--- src/rtl/uart_regs_pkg.sv ---
package uart_regs_pkg;

    typedef enum logic [1:0] {
        REG_CTRL   = 2'd0,
        REG_SHARED = 2'd1,
        REG_DIVLO  = 2'd2,
        REG_SPARE  = 2'd3
    } reg_addr_e;

    localparam int BYTE_W   = 8;
    localparam int FMT_W    = 7;
    localparam int N_IRQ    = 3;

    // Bit 7 of a shared-address write chooses the target register.
    localparam int SEL_BIT  = 7;

    // Control bit 1 mirrors the receiver's ninth bit; it is never stored.
    localparam logic [BYTE_W-1:0] CTRL_WMASK = 8'hFD;

    // Eight-bit characters, asynchronous, no parity, single stop bit.
    localparam logic [FMT_W-1:0]  FMT_RESET  = 7'b000_0110;

endpackage

--- src/rtl/uart_cfg_regfile.sv ---
module uart_cfg_regfile
    import uart_regs_pkg::*;
#(
    parameter int DIV_W = 12
) (
    input  logic                     clk,
    input  logic                     rst_n,
    input  logic                     wr_en,
    input  logic [1:0]               addr,
    input  logic [BYTE_W-1:0]        wdata,
    output logic [BYTE_W-1:0]        ctrl_q,
    output logic [FMT_W-1:0]         fmt_q,
    output logic [DIV_W-1:0]         div_q
);
    localparam int DIVH_W = DIV_W - BYTE_W;

    logic wr_ctrl, wr_fmt, wr_divh, wr_divl;

    always_comb begin
        wr_ctrl = 1'b0;
        wr_fmt  = 1'b0;
        wr_divh = 1'b0;
        wr_divl = 1'b0;
        if (wr_en) begin
            unique case (reg_addr_e'(addr))
                REG_CTRL:   wr_ctrl = 1'b1;
                REG_SHARED: begin
                    wr_fmt  =  wdata[SEL_BIT];
                    wr_divh = !wdata[SEL_BIT];
                end
                REG_DIVLO:  wr_divl = 1'b1;
                REG_SPARE:  ;
            endcase
        end
    end

    always_ff @(posedge clk or negedge rst_n) begin
        if (!rst_n) begin
            ctrl_q <= '0;
            fmt_q  <= FMT_RESET;
            div_q  <= '0;
        end else begin
            if (wr_ctrl) ctrl_q <= wdata & CTRL_WMASK;
            if (wr_fmt)  fmt_q  <= wdata[FMT_W-1:0];
            if (wr_divh) div_q[DIV_W-1:BYTE_W] <= wdata[DIVH_W-1:0];
            if (wr_divl) div_q[BYTE_W-1:0]     <= wdata;
        end
    end

endmodule

--- src/rtl/uart_read_mux.sv ---
module uart_read_mux
    import uart_regs_pkg::*;
#(
    parameter int DIV_W = 12
) (
    input  logic [1:0]        addr,
    input  logic              hi_sel,
    input  logic              rx_bit8_in,
    input  logic [BYTE_W-1:0] ctrl_q,
    input  logic [FMT_W-1:0]  fmt_q,
    input  logic [DIV_W-1:0]  div_q,
    output logic [BYTE_W-1:0] rdata
);
    localparam int DIVH_W = DIV_W - BYTE_W;
    localparam int PAD_W  = BYTE_W - 1 - DIVH_W;

    logic [BYTE_W-1:0] ctrl_view, fmt_view, divh_view;

    always_comb begin
        ctrl_view = {ctrl_q[7:2], rx_bit8_in, ctrl_q[0]};
        fmt_view  = {1'b1, fmt_q};
        divh_view = {1'b0, {PAD_W{1'b0}}, div_q[DIV_W-1:BYTE_W]};
    end

    always_comb begin
        unique case (reg_addr_e'(addr))
            REG_CTRL:   rdata = ctrl_view;
            REG_SHARED: rdata = hi_sel ? divh_view : fmt_view;
            REG_DIVLO:  rdata = div_q[BYTE_W-1:0];
            REG_SPARE:  rdata = '0;
        endcase
    end

endmodule

--- src/rtl/uart_irq_gen.sv ---
module uart_irq_gen #(
    parameter int N = 3
) (
    input  logic         clk,
    input  logic         rst_n,
    input  logic         gie,
    input  logic [N-1:0] ie_vec,
    input  logic [N-1:0] flag_vec,
    output logic [N-1:0] irq_vec
);
    for (genvar i = 0; i < N; i++) begin : g_line
        always_ff @(posedge clk or negedge rst_n) begin
            if (!rst_n) irq_vec[i] <= 1'b0;
            else        irq_vec[i] <= gie & ie_vec[i] & flag_vec[i];
        end
    end

endmodule

--- src/rtl/uart_ctrl_regs.sv ---
module uart_ctrl_regs
    import uart_regs_pkg::*;
#(
    parameter int DIV_W = 12
) (
    input  logic             clk,
    input  logic             rst_n,
    input  logic             wr_en,
    input  logic [1:0]       addr,
    input  logic [7:0]       wdata,
    input  logic             hi_sel,
    output logic [7:0]       rdata,
    input  logic             gie,
    input  logic             rx_done,
    input  logic             tx_done,
    input  logic             dr_empty,
    input  logic             rx_bit8_in,
    output logic             irq_rx,
    output logic             irq_tx,
    output logic             irq_dre,
    output logic             rx_en,
    output logic             tx_en,
    output logic             tx_bit8,
    output logic [2:0]       char_size,
    output logic             sync_mode,
    output logic [1:0]       parity_mode,
    output logic             stop2,
    output logic             clk_pol,
    output logic [DIV_W-1:0] baud_div
);
    logic [BYTE_W-1:0] ctrl_q;
    logic [FMT_W-1:0]  fmt_q;
    logic [DIV_W-1:0]  div_q;
    logic [N_IRQ-1:0]  ie_vec, flag_vec, irq_vec;

    uart_cfg_regfile #(.DIV_W(DIV_W)) u_regs (
        .clk    (clk),
        .rst_n  (rst_n),
        .wr_en  (wr_en),
        .addr   (addr),
        .wdata  (wdata),
        .ctrl_q (ctrl_q),
        .fmt_q  (fmt_q),
        .div_q  (div_q)
    );

    uart_read_mux #(.DIV_W(DIV_W)) u_rmux (
        .addr       (addr),
        .hi_sel     (hi_sel),
        .rx_bit8_in (rx_bit8_in),
        .ctrl_q     (ctrl_q),
        .fmt_q      (fmt_q),
        .div_q      (div_q),
        .rdata      (rdata)
    );

    // Index 2 = receive, 1 = transmit, 0 = empty, matching control bits 7:5.
    assign ie_vec   = ctrl_q[7:5];
    assign flag_vec = {rx_done, tx_done, dr_empty};

    uart_irq_gen #(.N(N_IRQ)) u_irq (
        .clk      (clk),
        .rst_n    (rst_n),
        .gie      (gie),
        .ie_vec   (ie_vec),
        .flag_vec (flag_vec),
        .irq_vec  (irq_vec)
    );

    assign irq_rx      = irq_vec[2];
    assign irq_tx      = irq_vec[1];
    assign irq_dre     = irq_vec[0];
    assign rx_en       = ctrl_q[4];
    assign tx_en       = ctrl_q[3];
    assign tx_bit8     = ctrl_q[0];
    assign char_size   = {ctrl_q[2], fmt_q[2:1]};
    assign sync_mode   = fmt_q[6];
    assign parity_mode = fmt_q[5:4];
    assign stop2       = fmt_q[3];
    assign clk_pol     = fmt_q[0];
    assign baud_div    = div_q;

endmodule

--- config.mk ---
export PLATFORM = sky130hd
export DESIGN_NAME = uart_ctrl_regs
export DESIGN_NICKNAME = d
export VERILOG_FILES = /design/src/rtl/uart_regs_pkg.sv /design/src/rtl/uart_cfg_regfile.sv /design/src/rtl/uart_read_mux.sv /design/src/rtl/uart_irq_gen.sv /design/src/rtl/uart_ctrl_regs.sv
export SDC_FILE = /design/constraint.sdc
export NUM_CORES = 1
export LEC_CHECK = 0
export BUFFER_PORTS_ARGS = -buffer_cell sky130_fd_sc_hd__buf_2
export CORE_MARGIN = 4
export CORE_UTILIZATION = 40
export DETAILED_ROUTE_END_ITERATION = 7
export PLACE_DENSITY_LB_ADDON = 0.25
export SLEW_MARGIN = 20
export SYNTH_ARGS = -nofsm -noshare
export SYNTH_HDL_FRONTEND = slang
export SYNTH_HIERARCHICAL = 1
export SYNTH_SLANG_ARGS = --single-unit
--- constraint.sdc ---
create_clock -name clk -period 1 [get_ports clk]
set_clock_uncertainty 0.1 [all_clocks]
set_input_delay 0.05 -clock clk [delete_from_list [all_inputs] [get_ports clk]]
set_output_delay 0.05 -clock clk [all_outputs]
set_load 0.01 [all_outputs]
After elaboration in Yosys (flattened, before gate mapping)

Index checks and enable logic that the tools add are counted.

Multiplexer cells: 10
Divide/modulo/power cells: 0
Bitwise operators: 6
Shift-type cells: 0
Equal/unequal tests: 3
Reduce and logical (&&, ||, !) cells: 2
Add/sub/neg operators: 0
$mul: 0
Magnitude comparators: 0

Operators by type and width:

| kind                                                | number |
|---|---|
| one-hot mux 8 bit (4 select lines)                  | 1 |
| two-way mux 1 bit                                   | 8 |
| two-way mux 8 bit                                   | 1 |
| bitwise AND 1 bit                                   | 6 |
| equality test 2 bit, second input constant          | 2 |
| equality test 2 x 1 -> 1 bit, second input constant | 1 |
| zero test 2 bit                                     | 1 |
| zero test 1 bit                                     | 1 |

Output and inout bits: 34
Bits in read-only memories: 0
Word-level logic and storage cells: 28
Register bits: 29
Memories kept: 0
Latch bits: 0
RAM bits: 0

Depth between registers and ports, before layout

Word-level depth: 3
Gate-level depth with buffers: 3
Mapped depth without buffers: 2

Cells and area by module

The synthesis kept the hierarchy.

By module, submodules not included:

| module           | cells each | area each (µm²) | times used |
|---|---|---|---|
| uart_cfg_regfile | 58         | 1014.7          | 1 |
| uart_read_mux    | 28         | 221.5           | 1 |
| uart_irq_gen     | 6          | 93.8            | 1 |

Worst setup path before layout

OpenSTA, ideal clock, no wires.

Kind: register to output
Start point: register u_regs.fmt_q[1]
End point: output port rdata[1]
Cell stages (with the launch flop): 3
Path slack: 0.007 ns
Data arrival time: 0.843 ns
Data required time: 0.850 ns
Cells stage by stage: dfstp_2 mux2i_1 o22ai_1

Cells in the longest elaborated chain, start to end: 2

Ends and longest elaborated chain:

| what                               | line                   | source |
|---|---|---|
| start: declaration                 | uart_cfg_regfile.sv:12 | `output logic [FMT_W-1:0] fmt_q,` |
| start signal: assignment           | uart_cfg_regfile.sv:44 | `if (wr_fmt) fmt_q <= wdata[FMT_W-1:0];` |
| two-way mux 8 bit                  | uart_read_mux.sv:28    | `REG_SHARED: rdata = hi_sel ? divh_view : fmt_view;` |
| one-hot mux 8 bit (4 select lines) | uart_read_mux.sv:26    | `unique case (reg_addr_e'(addr))` |
| end: declaration                   | uart_ctrl_regs.sv:12   | `output logic [7:0] rdata,` |

Every way passes these cells.

Final worst setup path

Start point: register u_regs.fmt_q[2]
End point: output port rdata[2]

Same word-level chain as after synthesis.

==> metrics.txt <==
Setup CP Type=flop to output port; area occupied by multi-input gates=605.6 um2; # diodes=0; r2r setup slk=-100 ps; CTS tree=done; CP endpoint kind=output port; Placed Area=1728 um2; # H-tree levels=2; delay-heaviest family, CP=flip-flops; CP Launch Type=flop; failing checks=setup timing; 1st-iter DRT viols=38; Max Root-Sink Buffers=2; slowest stage delay, CP=540 ps; commonest non-fill, non-tap cells in the layout=buf_2, buf_6, dfrtp_1, mux2_2; Core Rows=20; via count=1,138; Num CTS Buffers=5; max_cap viols=0; initial antenna violation count=0; Slew HR=0.7529; core footprint=3103 um2; DR vias/cell=4.843; drt total wl=3939 um; mapped cell area=1319 um2; Clock Latency Late Sink=330 ps; Critical Path AT=1230 ps; FF/Latch Area=728.2 um2; Die W=65.42 um; P_leak=1.153 nW; Max Slew Vio Count=0; initial core utilization=0.4250; Critical-path top delay cell=dfstp_2; WL/cell=16.76 um; Die Ht=65.42 um; HPWL Detailed=2427 um; tightest hold margin=84.25 ps; Layout fillers=229; Synth Area per Inst=14.65 um2; TritonRoute pass-1 iters=4; global-route track usage on met2=0.3375; Layout area overhead=71.63%; period utilisation layout=1.383; I/O Buffers=52; Min Clock Period, post-route=1383 ps; commonest non-fill, non-tap cell in the layout=buf_2; VDD IR-drop max=1034 uV; I/O Pins=53; Final setup violation count=34; CP cell instances=mux2i_1 -> o22ai_1 -> buf_2; Post-Layout Cell Count=235; GR Util met1=0.2191; Clock transition at path regs=90 ps; Die ar.=4280 um2; drt drc=0; grt met3 use=0.04786; Final ANT Viol Nets=0; critical path fanouts, max=2; global-route wire length before repair=6099 um; Final WS setup=-383.2 ps; GR peak layer=met2; status=complete, but fails checks; WP buf/inv=1; RSZ-0062 raised after global routing=true; Power, Total=3.872 mW; cell area power density=1711 nW/um2; Hold Vio Cnt, Final=0; GPL Wtd Cong=0.7232; placed insts=195; Syn Nets=109; Max Clk Rate=0.7230 GHz; final core occ=0.7294; Total GRT Usage=0.1922; Ys Warns=6; vias in the first global route=1,222; clk root buf=clkbuf_4; post-layout instance area=2263 um2; Worst-Margin Slew=369.3 ps; clk sinks=29; Nets=210; largest net degree at the start of global routing=30; Post-Syn Instances=90; share of cells above drive strength 1=0.6440; total gr overflow=0; hold crit path type=primary input to asynchronous set/reset pin; Crit path required time=850 ps
==> final cells by class <==
cell class	count	share of cell area
Clock buffer	7	0.02432
Multi-Input combinational cell	58	0.2676
Sequential cell	29	0.3217
Tap cell	44	0.02432
Timing Repair Buffer	97	0.3621
==> layer usage <==
metal  part of all wire  up-vias
met5                  0        -
met4              0.019        0
met3              0.048        8
met2               0.52       34
met1               0.41      556
li1                   -      540
==> worst min-delay path, cell delays in order <==
cell           delay, ps
dlygate4sd3_1        520
buf_2                120
buf_12               190
==> path summary, 6_finish.rpt <==
kind,end,depth (start not counted),startpoint
min reg2reg,u_regs/fmt_q[6]$_DFFE_PN0P_,1,u_regs/fmt_q[6]$_DFFE_PN0P_
max reg2reg,u_regs/div_q[6]$_DFFE_PN0P_,3,u_regs/div_q[6]$_DFFE_PN0P_
max in group asynchronous,u_regs/fmt_q[2]$_DFFE_PN1P_,3,rst_n
min in group clk,u_regs/ctrl_q[6]$_DFFE_PN0P_,4,addr[0]
max,rdata[2],3,u_regs/fmt_q[2]$_DFFE_PN1P_
min,u_regs/fmt_q[5]$_DFFE_PN0P_,3,rst_n
==> what timing repair did <==
item	in CTS	in global routing
endpoints found under the setup margin	31	44
pin swaps	5	2
cloned	0	0
setup buffers	16	12
hold buffers	13	0
endpoints found under the hold margin	58	0
gates resized for setup	28	21
==> sequential cells by signal (all words and copies together) (netlist names) <==
| name | count |
|---|---|
| u_irq/irq_vec | 3 |
| u_regs/ctrl_q | 7 |
| u_regs/div_q | 12 |
| u_regs/fmt_q | 7 |
==> metrics by stage <==
stage	TNS, ps	setup slack [ps]
floorplan	0	7.053
detailed placement	-4890	-235.2
CTS	-4385	-377.9
global route	-6627	-448.6
finish	-4747	-383.2
global placement	-4252	-210.7
==> report_power, final <==
group	total [mW]	switching (mW)	internal, mW
combinational	1.58	0.586	0.994
sequential	1.56	0.156	1.41
clock	0.728	0.396	0.331
total	3.87	1.14	2.73
No activity file was read; power rests on OpenSTA's default activity.
